## src/rtl/adc_burst_reader.sv

```systemverilog
module adc_burst_reader #(
  parameter int CLK_HZ     = 250_000_000,
  parameter int SCLK_HZ    = 2_000_000,
  parameter int CONV_NS    = 21_000,
  parameter int CNT_W      = 4,
  parameter int DATA_W     = 10,
  parameter int PULSES     = 16,
  parameter int SCLK_HALF  = (CLK_HZ + 2*SCLK_HZ - 1) / (2*SCLK_HZ),
  parameter int SETTLE_CYC = int'((64'(CLK_HZ) * 64'(CONV_NS) + 64'd999_999_999) / 64'd1_000_000_000)
) (
  input  logic             clk,
  input  logic             rst,
  input  logic             start_i,
  input  logic [CNT_W-1:0] frames_i,
  input  logic             sdo_i,
  output logic             cs_n_o,
  output logic             sclk_o,
  output logic             busy_o,
  output logic             done_o,
  output logic [15:0]      result_o,
  output logic [7:0]       res_hi_o,
  output logic [7:0]       res_lo_o
);

  localparam int DIV_W   = $clog2(SCLK_HALF + 1);
  localparam int SET_W   = $clog2(SETTLE_CYC + 1);
  localparam int EDGE_W  = $clog2(PULSES + 1);
  localparam int LO_BITS = DATA_W - 8;

  typedef enum logic [1:0] {S_IDLE, S_WAIT, S_SHIFT, S_LAST} state_t;

  state_t              state;
  logic [DIV_W-1:0]    div_cnt;
  logic [EDGE_W-1:0]   edge_cnt;
  logic [SET_W-1:0]    hi_cnt;
  logic [CNT_W-1:0]    rem;
  logic [DATA_W-1:0]   shreg;
  logic [DATA_W-1:0]   res;
  logic                tick;
  logic                settled;

  assign tick     = (div_cnt == DIV_W'(SCLK_HALF - 1));
  assign settled  = (hi_cnt == SET_W'(SETTLE_CYC));
  assign busy_o   = (state != S_IDLE);
  assign result_o = {{(16-DATA_W){1'b0}}, res};
  assign res_hi_o = res[DATA_W-1 -: 8];
  assign res_lo_o = {{(8-LO_BITS){1'b0}}, res[LO_BITS-1:0]};

  always_ff @(posedge clk) begin
    if (rst) begin
      state    <= S_IDLE;
      cs_n_o   <= 1'b1;
      sclk_o   <= 1'b0;
      div_cnt  <= '0;
      edge_cnt <= '0;
      hi_cnt   <= '0;
      rem      <= '0;
      shreg    <= '0;
      res      <= '0;
      done_o   <= 1'b0;
    end else begin
      done_o <= 1'b0;
      if (!cs_n_o)      hi_cnt <= '0;
      else if (!settled) hi_cnt <= hi_cnt + 1'b1;

      case (state)
        S_IDLE: begin
          if (start_i) begin
            rem   <= (frames_i == '0) ? CNT_W'(1) : frames_i;
            state <= S_WAIT;
          end
        end
        S_WAIT: begin
          if (settled) begin
            cs_n_o   <= 1'b0;
            div_cnt  <= '0;
            edge_cnt <= '0;
            state    <= S_SHIFT;
          end
        end
        S_SHIFT: begin
          if (tick) begin
            div_cnt <= '0;
            sclk_o  <= ~sclk_o;
            if (!sclk_o) begin
              if (edge_cnt < EDGE_W'(DATA_W))
                shreg <= {shreg[DATA_W-2:0], sdo_i};
              edge_cnt <= edge_cnt + 1'b1;
            end else if (edge_cnt == EDGE_W'(PULSES)) begin
              cs_n_o <= 1'b1;
              rem    <= rem - 1'b1;
              state  <= (rem == CNT_W'(1)) ? S_LAST : S_WAIT;
            end
          end else begin
            div_cnt <= div_cnt + 1'b1;
          end
        end
        S_LAST: begin
          if (settled) begin
            res    <= shreg;
            done_o <= 1'b1;
            state  <= S_IDLE;
          end
        end
        default: state <= S_IDLE;
      endcase
    end
  end

  AST_SCLK_IDLE: assert property (@(posedge clk) disable iff (rst) cs_n_o |-> !sclk_o);
  AST_SCLK_IN_FRAME: assert property (@(posedge clk) disable iff (rst) $rose(sclk_o) |-> !cs_n_o);
  AST_CS_SETTLE: assert property (@(posedge clk) disable iff (rst) $fell(cs_n_o) |-> $past(hi_cnt) == SET_W'(SETTLE_CYC));
  AST_DONE_PULSE: assert property (@(posedge clk) disable iff (rst) done_o |=> !done_o);
  AST_BUSY_END: assert property (@(posedge clk) disable iff (rst) $fell(busy_o) |-> done_o);
  AST_RESULT_HOLD: assert property (@(posedge clk) disable iff (rst) !$stable(result_o) |-> done_o);

endmodule

```

## config.mk

```make
export PLATFORM = sky130hd
export DESIGN_NAME = adc_burst_reader
export DESIGN_NICKNAME = d
export VERILOG_FILES = /design/src/rtl/adc_burst_reader.sv
export SDC_FILE = /design/constraint.sdc
export NUM_CORES = 1
export LEC_CHECK = 0
export BUFFER_PORTS_ARGS = -buffer_cell sky130_fd_sc_hd__buf_2
export CAP_MARGIN = 20
export CORE_UTILIZATION = 45
export CTS_CLUSTER_DIAMETER = 60
export CTS_CLUSTER_SIZE = 10
export DETAILED_ROUTE_END_ITERATION = 7
export GPL_TIMING_DRIVEN = 0
export PLACE_DENSITY = 0.71
export SYNTH_ARGS = -nofsm -noshare
export SYNTH_HDL_FRONTEND = slang
export SYNTH_SLANG_ARGS = --single-unit
export TNS_END_PERCENT = 30
```

## constraint.sdc

```tcl
create_clock -name clk -period 4.7 [get_ports clk]
set_clock_uncertainty 0.15 [all_clocks]
set_input_delay 0.705 -clock clk [delete_from_list [all_inputs] [get_ports clk]]
set_output_delay 0.705 -clock clk [all_outputs]
set_load 0.05 [all_outputs]
```

==> results of run 1 <==
[tightest hold or removal path: cells and delay by family (launching register included)]
| family | cells | cell delay [ns] |
|---|---|---|
| DFF | 1 | 0.32 |
| AOI/OAI and AO/OA | 2 | 0.13 |
[flip-flops by register name, indices dropped and copies added, names as in the netlist]
register / cells
cs_n_o: 1
div_cnt: 6
done_o: 1
edge_cnt: 5
hi_cnt: 13
rem: 4
res: 10
sclk_o: 1
shreg: 10
state: 2
[synth_stat cells (3+ instances only)]
cell,n
or3_1,5
a31oi_1,5
xnor2_1,7
xor2_1,5
mux2i_1,20
dfxtp_1,53
clkbuf_1,6
nand4_1,7
nand3b_1,3
nand3_1,14
a211oi_1,4
a21oi_1,14
buf_4,27
inv_1,10
nand2_1,15
and2_1,4
nor4b_2,4
nor2_1,35
o21ai_0,7
ha_1,8
nor3_1,12
and3_1,4
[layout by cell type (no fill, tap or decap), types with 3 or more instances in the layout]
cell type  count
dfxtp_1       53
and2_1         4
nand3b_1       3
nand3_1       14
or3_1          5
nand2_1       15
and3_1         4
a21oi_1       14
inv_1         10
xor2_1         5
buf_4         27
ha_1           8
nor3_1        12
a211oi_1       4
mux2i_1       20
xnor2_1        7
nor2_1        35
nor4b_2        4
conb_1        12
a31oi_1        5
buf_2         32
clkbuf_1       7
nand4_1        7
o21ai_0        7
clkbuf_8       5
[layout make-up]
type	count	share of cell area (%)
plain buffers	36	8.10
flip-flops and latches	53	34.0
well taps	72	2.89
inverters	10	1.20
repair buffers	31	4.97
clock inverters	2	1.24
clock buffers	6	2.33
multi-input cells	213	45.2
[metrics by stage]
| step | util, % | instance area, sq um |
|---|---|---|
| floorplan | - | 2760 |
| global placement | 53.0 | 3010 |
| detailed placement | 53.0 | 3010 |
| CTS | 55.0 | 3120 |
| global route | 55.0 | 3120 |
| finish | 55.0 | 3120 |
[metal layers]
metal  vias up  GRT usage, %  share of wire [%]
li1       1123             -                  -
met1       949          22.7                 47
met2        56          28.5                 46
met3         9          3.43                5.0
met4         0          8.04                2.0
met5         -             0                  0
[kinds of logic after synthesis]
family | after synthesis | share of synthesized area, %
AO/OA/AOI/OAI | 39 | 8.87
XOR/XNOR | 12 | 3.86
adder cells (fa/ha/maj) | 8 | 3.68
buffers and inverters | 46 | 10.7
flip-flops | 53 | 39.0
multiplexers | 20 | 7.36
other | 1 | 0.138
AND/OR/NAND/NOR | 122 | 26.4
[power groups by stage]
stage / combinational [W] / clock (W) / sequential, W
after global routing: 0.0000777 / 0.000337 / 0.000460
after detailed placement: 0.0000710 / 0 / 0.000470
final: 0.0000714 / 0.000314 / 0.000459
after floorplan: 0.0000592 / 0 / 0.000468
after CTS: 0.0000711 / 0.000322 / 0.000459
after global placement: 0.0000701 / 0 / 0.000469
[worst max-delay path by stage]
| stage | start | end | slack, ns | cells past startpoint |
|---|---|---|---|---|
| after global routing | state[1] | busy_o | 2.50 | 4 |
| final | state[1] | busy_o | 2.58 | 4 |
| after detailed placement | rst | shreg[8] | 2.62 | 4 |
| after floorplan | sclk_o | shreg[0] | 2.90 | 5 |
| after global placement | rst | res[0] | 2.66 | 4 |
| after CTS | state[1] | busy_o | 2.55 | 4 |
==> qor.yml, run 1 <==
clock_tree:
  cts_resized: 0
  insertion_delay_ns: 0.31
  cts.sinks: 53
  cts_buffer_depth: 2
  holdBufCountCts: 0
  ctsRootBufferMaster: "clkbuf_8"
  cts.clk_slew.worst_paths_ns: 0.09
  cts-buffers-inserted: 5
  cts_tree: "done"
  post_cts_buffers: 0
  cts-htree-levels: 2
cells_and_area:
  multi_input_area_sq_mm: 0.00141
  area_growth_pct: 14.6
  drive_gt1_share_pct: 22.8
  nNetsFinal: 366
  n_fill_cell: 532
  n_antenna_cell: 0
  instances_no_fill: 423
  final-seq-area_sq_mm: 0.00106
power_and_ir_drop:
  sw_frac_of_total_pct: 24.4
  switching_power_w: 0.000206
  p_leak_nw: 1.42
  sequentialPowerShare_pct: 54.4
  p_int_w: 0.000638
  power_frac_clock_pct: 37.2
  pwr-share-comb_pct: 8.5
  max-vdd-ir-drop_mv: 0.178
  p_per_area_mw_per_mm2: 271
  finalPower_w: 0.000844
worst_hold_path:
  hold_path_end: "hi_cnt[12]"
  hp-class: "register to register"
  hold_start: "hi_cnt[12]"
  min_path_cells: 2
die:
  core_sq_mm: 0.00568
  die_w_microns: 79.8
  initial_core_util_pct: 47.9
  die_h_microns: 79.8
  rows: 27
  die-area_sq_mm: 0.00636
  ios: 44
grt:
  grt_max_degree: 17
  grt_usage_pct: 17.6
  antenna_found_initial: 0
  grt_pass1_vias: 1898
  grt_overflow: 0
  grt_pass1_wl_microns: 8740
placement:
  dp_cells: 415
  gp_congestion: 0.853
  dp_slack_ns: 2.62
  portBuffers: 31
  dp_hpwl_microns: 3800
outcome:
  run_status: "complete, no violations"
timing:
  rsz0062_at_grt: "no"
  fmax_ghz: 0.471
  report.final.slew_viol_count: 0
  finalCritPeriodShare_pct: 45.2
  whs_ns: 0.343
  hold_viol_final: 0
  tightest_slew_ns: 0.587
  tns_ns: 0
  setup_ws_ns: 2.58
  max_slew_margin_pct: 60.9
  fin_crit_ns: 2.12
  setup_viol: 0
synthesis:
  synth_cell_types: 46
  synthTopCellsByArea: "dfxtp_1 39%, buf_4 7.4%, mux2i_1 7.4%"
  avgSynthCellArea_sq_um: 9.04
  synth_area_leader_cell: "dfxtp_1"
  synth_warnings: 0
  synth-seq-area-share_pct: 39.0
  synth_edf_count: 0
  synthArstFlopShare_pct: 0
  synth-main-ff-cell: "dfxtp_1"
  synth-seq-cells: 53
  syn-cell-area_sq_mm: 0.00272
  yosysTopAreaCellShare_pct: 39.0
  syn_inst: 301
worst_setup_path:
  critical-path-slowest-cell: "dfxtp_1"
  path_cells: "buf_4, nor2_1, inv_1, buf_2"
  worstReg2RegEnd: "shreg[0]"
  crit_type: "register to primary output"
  required_ns: 3.85
  regToRegStartpoint: "div_cnt[0]"
  crit_fanout: 10
  endpoint_kind: "primary output"
  critPathBufInv: 3
  start_kind: "register"
  cp_top_family: "buffers and inverters"
  ff2ff_path_depth: 7
  r2r_slack_ns: 2.77
  arrival_ns: 1.27
  slowest_delay_ns: 0.34
detailed_routing:
  via_per_inst: 5.05
  drt_first_pass_iters: 4
  drc: 0
  vias: 2137
  wl_per_cell_microns: 12.3
  first_iter_violations: 94
  final_antenna_net_count: 0
  routed_wl_microns: 5200
job:
  drv_cap: 0
Power figures use the tool's default switching activity.
==> run 2: changes to the inputs <==
ABC_AREA = 1   (was not set)
PLACE_DENSITY = 0.73   (was 0.71)
clock period = 1.7 ns   (was 4.7 ns; I/O delays follow)
==> run 2 against run 1 <==
Compared with the run above: clock power grew 130%; non-clock buffer count increased by 1; utilization grew 1.1 points; critical path type is now register to register; largest power group unchanged.
==> qor.yml, run 2 <==
die:
  initial_core_util_pct: 46.6  # -1.4 points
  die-area_sq_mm: 0.00644  # +1.3%
  die_h_microns: 80.3  # +0.65%
  core_sq_mm: 0.00592  # +4.3%
  ios: 44  # unchanged
  rows: 28  # +3.7%
  die_w_microns: 80.3  # +0.65%
synthesis:
  synth-seq-cells: 53  # unchanged
  avgSynthCellArea_sq_um: 7.11  # -21%
  synthArstFlopShare_pct: 0  # unchanged
  synthTopCellsByArea: "dfxtp_1 38%, a21oi_1 8.0%, o21ai_0 8.0%"
  synth_edf_count: 0  # unchanged
  yosysTopAreaCellShare_pct: 38.5  # -0.51 points
  synth_cell_types: 35  # -24%
  synth_warnings: 0  # unchanged
  synth-seq-area-share_pct: 38.5  # -0.51 points
  synth-main-ff-cell: "dfxtp_1"
  synth_area_leader_cell: "dfxtp_1"
  post-synth-top-count-cell: "nand2_1"
  synth_common_cells: "58 x nand2_1, 56 x inv_1, 53 x dfxtp_1"
  syn-cell-area_sq_mm: 0.00276  # +1.3%
  syn_inst: 388  # +29%
worst_hold_path:
  hp-class: "primary input to register"
placement:
  portBuffers: 31  # unchanged
  dp_hpwl_microns: 4050  # +6.7%
  gp_congestion: 0.894  # +4.8%
  dp_slack_ns: -0.166  # -2.78 ns
detailed_routing:
  first_iter_violations: 143  # +52%
  via_per_inst: 4.79  # -5.2%
  wl_per_cell_microns: 10.9  # -11%
  drt_first_pass_iters: 4  # unchanged
  drc: 0  # unchanged
  vias: 2486  # +16%
  routed_wl_microns: 5660  # +8.8%
  final_antenna_net_count: 0  # unchanged
cells_and_area:
  final_common_cell: "nand2_1"
  n_antenna_cell: 0  # unchanged
  reg.largest.list: "hi_cnt x13, res x10, shreg x10"
  layout_common_cells: "56 x nand2_1, 52 x inv_1, 47 x dfxtp_1"
  drive_gt1_share_pct: 27.5  # +4.7 points
  fin_util_pct: 56.1  # +1.1 points
  largest_reg_flops: 13  # unchanged
  nNetsFinal: 459  # +25%
  regMostFlops: "hi_cnt"
  area_growth_pct: 20.4
timing:
  report.final.slew_viol_count: 0  # unchanged
  setup_viol: 0  # unchanged
  rsz0062_at_grt: "yes"
  finalCritPeriodShare_pct: 99.4
  hold_viol_final: 0  # unchanged
  setup_ws_ns: 0.0106  # -2.57 ns
  fin_crit_ns: 1.69
  fmax_ghz: 0.592
  whs_ns: 0.0706  # -0.272 ns
clock_tree:
  holdBufCountCts: 0  # unchanged
  cts.clk_slew.worst_paths_ns: 0.10  # about the same
  cts_buffer_depth: 2  # unchanged
  cts.sinks: 53  # unchanged
  ctsRootBufferMaster: "clkbuf_8"
  cts-htree-levels: 2  # unchanged
  cts_tree: "done"
  insertion_delay_ns: 0.31  # about the same
  cts-buffers-inserted: 5  # unchanged
power_and_ir_drop:
  max-vdd-ir-drop_mv: 0.712  # +300%
  p_leak_nw: 1.42  # +0.35%
  finalPower_w: 0.00363  # +330%
  p_per_area_mw_per_mm2: 1090  # +300%
grt:
  grt_overflow: 0  # unchanged
  grt_pass1_vias: 2076  # +9.4%
  antenna_found_initial: 0  # unchanged
  grt_usage_pct: 17.3  # -0.31 points
  grt_max_degree: 18  # +1
  grt_pass1_wl_microns: 8890  # +1.7%
worst_setup_path:
  required_ns: 1.75  # -2.10 ns
  critPathBufInv: 3  # unchanged
  cp_top_family: "simple AND/OR/NAND/NOR gates"
  crit_type: "register to register"
  arrival_ns: 1.74  # +0.47 ns
  critical-path-slowest-cell: "dfxtp_4"
  worst_path_most_repeated_cell: "nor2_4"
  endpoint_kind: "register"
  crit_fanout: 6  # -4
  start_kind: "register"
  path_cells: "inv_4, ha_4, nand3_4, nor2_4, nor2_4, inv_2, nand2_4, nor2_4, inv_4, nor2_2, nor2_1"
  slowest_delay_ns: 0.38  # +0.04 ns
job:
  drv_cap: 0  # unchanged
outcome:
  run_status: "complete, no violations"
run 2: changes by cell type after synthesis, sizes merged, moves of 4 or more:
cell and delta:
a21oi +30, o21ai +39, and2 -4, nor4b -4
or3 -5, mux2i -20, inv +53, and3 -4
nor3 -6, xnor2 -7, buf -5, nand2 +47
run 2: tightest hold or removal path, stage by stage:
cell and delay (ns):
buf_2 0.07, o21ai_1 0.05, a21oi_1 0.11
run 2: what timing repair did:
action	in CTS	in global routing
endpoints found under the hold margin	0	0
resized for setup	12	45
pin swaps	2	15
cloned	0	0
endpoints found under the setup margin	31	42
buffers inserted	2	4
run 2: cells by family (layout without fill, tap and decap cells):
family	after synthesis	count (layout)	synth area share [%]
compound gates	96	96	17.8
other cells	1	12	0.136
buf+inv	95	140	16.2
flops	53	53	38.5
simple gates	132	132	22.8
xor+xnor	3	3	0.953
fa+ha+maj	8	8	3.63
run 2: cell type report:
class                      instances  area [sq um]
fill                             550          2600
multi-input combinational        251          1400
sequential                        53          1080
inverter                          64           251
buffer                            31           211
timing repair buffer              37           200
tap                               75          93.8
clock buffer                       5          68.8
clock inverter                     3          21.3
run 2: through the flow:
step	instance area, sq um	TNS [ns]	instances
6_report	3320	0	519
5_1_grt	3320	-0.373	519
4_1_cts	3180	-0.0297	515
3_3_place_gp	3050	-1.13	505
2_1_floorplan	2800	0	399
3_5_place_dp	3050	-1.75	505
run 2: power by group:
| part | total, W | internal, W | switching [W] |
|---|---|---|---|
| combinational | 0.00138 | 0.000482 | 0.000903 |
| clock | 0.000733 | 0.000294 | 0.000439 |
| sequential | 0.00151 | 0.00138 | 0.000134 |
| total | 0.00363 | 0.00215 | 0.00148 |
run 2: path summary, 6_finish.rpt:
check / to / slack [ns] / start / cells past startpoint
hold reg to reg: shreg[9] / 0.31 / shreg[9] / 2
setup / recovery: rem[2] / 0.01 / div_cnt[0] / 11
setup reg to reg: rem[2] / 0.01 / div_cnt[0] / 11
hold / removal: shreg[0] / 0.07 / sdo_i / 3
run 2: metal layers:
layer  GRT usage, %  share of wire (%)
met1           23.3                 47
met4           7.14                1.6
met3           2.61                4.1
met5              0                  0
met2           27.5                 48
==> run 3: changes to the inputs <==
PLACE_DENSITY = 0.71   (was 0.73)
REMOVE_ABC_BUFFERS = 1   (was not set)
clock period = 1.59 ns   (was 1.7 ns; I/O delays follow)
==> run 3 against run 2 <==
Compared with the run above: final area rose by 1.6%; critical path depth fell by 2; sequential share of layout area fell by 0.50 points; first-iteration DRC count fell by 10%; global-route usage rose by 2.5 points; power rose by 12%; worst hold slack got worse by 0.021 ns; count of clock-buffer cells in the layout did not move; largest power group is now combinational logic; combinational power rose by 22%; the flow now finishes with violations (setup timing).
==> qor.yml, run 3 (synthesized netlist as in run 2, its figures left out) <==
detailed_routing:
  drc: 0  # unchanged
  first_iter_violations: 128  # -10%
  vias: 2548  # +2.5%
  via_per_inst: 5.05  # +5.3%
  wl_per_cell_microns: 12.2  # +12%
  final_antenna_net_count: 0  # unchanged
  drt_first_pass_iters: 4  # unchanged
  routed_wl_microns: 6150  # +8.6%
job:
  drv_cap: 0  # unchanged
die:
  die_w_microns: 80.3  # unchanged
  ios: 44  # unchanged
  core_sq_mm: 0.00592  # unchanged
  rows: 28  # unchanged
  die-area_sq_mm: 0.00644  # unchanged
  initial_core_util_pct: 46.6  # unchanged
  die_h_microns: 80.3  # unchanged
grt:
  grt_max_degree: 30  # +12
  antenna_found_initial: 0  # unchanged
  grt_pass1_vias: 2275  # +9.6%
  grt_pass1_wl_microns: 10000  # +13%
  grt_overflow: 0  # unchanged
  grt_usage_pct: 19.9  # +2.5 points
power_and_ir_drop:
  max-vdd-ir-drop_mv: 0.938  # +32%
  p_leak_nw: 1.39  # -2.0%
  p_per_area_mw_per_mm2: 1210  # +10%
  finalPower_w: 0.00407  # +12%
worst_setup_path:
  worst_path_most_repeated_cell: "buf_6"
  crit_fanout: 5  # -1
  crit_type: "register to register"
  cp_top_family: "buffers and inverters"
  start_kind: "register"
  critPathBufInv: 4  # +1
  path_cells: "inv_2, ha_4, nand3_4, nor2_4, buf_12, buf_6, nand4_1, buf_6, a21oi_2"
  endpoint_kind: "register"
  slowest_delay_ns: 0.34  # -0.04 ns
  required_ns: 1.69  # -0.06 ns
  arrival_ns: 1.73  # about the same
  critical-path-slowest-cell: "dfxtp_2"
cells_and_area:
  area_growth_pct: 22.3
  n_antenna_cell: 0  # unchanged
  regMostFlops: "hi_cnt"
  fin_util_pct: 57.0  # +0.89 points
  drive_gt1_share_pct: 31.9  # +4.4 points
  layout_common_cells: "50 x nand2_1, 49 x inv_1, 43 x dfxtp_1"
  n_fill_cell: 537  # -2.4%
  largest_reg_flops: 13  # unchanged
  nNetsFinal: 445  # -3.1%
  reg.largest.list: "hi_cnt x13, res x10, shreg x10"
  final_common_cell: "nand2_1"
clock_tree:
  ctsRootBufferMaster: "clkbuf_8"
  cts_tree: "done"
  cts-htree-levels: 2  # unchanged
  cts.clk_slew.worst_paths_ns: 0.10  # about the same
  insertion_delay_ns: 0.31  # about the same
  cts-buffers-inserted: 5  # unchanged
  cts_buffer_depth: 2  # unchanged
  cts.sinks: 53  # unchanged
timing:
  report.final.slew_viol_count: 0  # unchanged
  fmax_ghz: 0.611  # +3.3%
  setup_ws_ns: -0.0457  # -0.0563 ns
  setup_viol: 18  # +18
  fin_crit_ns: 1.64  # -0.0537 ns
  rsz0062_at_grt: "yes"
  finalCritPeriodShare_pct: 103  # +3.5 points
  hold_viol_final: 0  # unchanged
outcome:
  failed_checks: "setup timing"
  run_status: "finished, violations left"
worst_hold_path:
  hp-class: "primary input to register"
placement:
  dp_hpwl_microns: 3730  # -8.0%
  dp_slack_ns: -0.701  # -0.536 ns
  gp_congestion: 0.830  # -7.2%
  portBuffers: 31  # unchanged
==> run 3: cell types whose count changed in the layout (fill, tap and decap cells not counted), sizes merged <==
cell,previous run,this run
clkbuf,10,5
buf,63,52
inv,64,62
clkinv,2,4
nand4,5,7
==> run 3: worst register-to-register path: stages (launching register included) <==
cell and delay (ns):
dfxtp_2 0.34, inv_2 0.06, ha_4 0.14, nand3_4 0.08
nor2_4 0.16, buf_12 0.14, buf_6 0.08, nand4_1 0.14
buf_6 0.18, a21oi_2 0.10
==> run 3: report_power, final <==
group	internal (W)	switching (W)
Sequential	0.00148	0.000134
Combinational	0.000599	0.00108
Clock	0.000314	0.000465
==> run 3: metrics by stage <==
stage	area (sq um)	hold WS, ns	setup TNS (ns)	std cells
2_1_floorplan	2600	0.158	-5.09	368
6_report	3370	0.0495	-0.587	505
3_5_place_dp	2850	0.293	-19.17	474
5_1_grt	3370	0.0474	-3.85	505
4_1_cts	3190	0.0682	-0.498	502
3_3_place_gp	2850	0.281	-18.25	474
==> run 3: worst paths after layout <==
kind | cells past startpoint | slack, ns | startpoint | endpoint
min | 3 | 0.05 | sdo_i | shreg[0]
max reg2reg | 9 | -0.05 | div_cnt[0] | shreg[7]
max | 9 | -0.05 | div_cnt[0] | shreg[7]
min reg2reg | 2 | 0.31 | res[3] | res[3]
==> run 3: layout make-up <==
type                            instances  area [sq um]  share of cell area, %
Sequential cell                        53          1080                   31.9
Clock inverter                          3          22.5                  0.668
Timing Repair Buffer                   52           343                   10.2
Clock buffer                            5          68.8                   2.04
Tap cell                               75          93.8                   2.78
Inverter                               64           254                   7.53
Multi-Input combinational cell        253          1520                   44.9
==> run 3: metal layers <==
metal	wire, microns	share of wire (%)	up-vias	global-route usage (%)
met5	0	0	-	0
met4	201	3.3	0	11.4
met3	202	3.3	19	3.30
met2	2920	47	52	31.3
met1	2820	46	1180	25.6
li1	-	-	1297	-
==> run 3: what timing repair did <==
item | 4_1_cts | 5_1_grt
gates cloned | 2 | 1
resized for setup | 31 | 61
pin swaps | 18 | 29
setup endpoints to repair | 51 | 48
setup buffers | 18 | 2
hold endpoints to repair | 0 | 0
hold buffers | 0 | 0
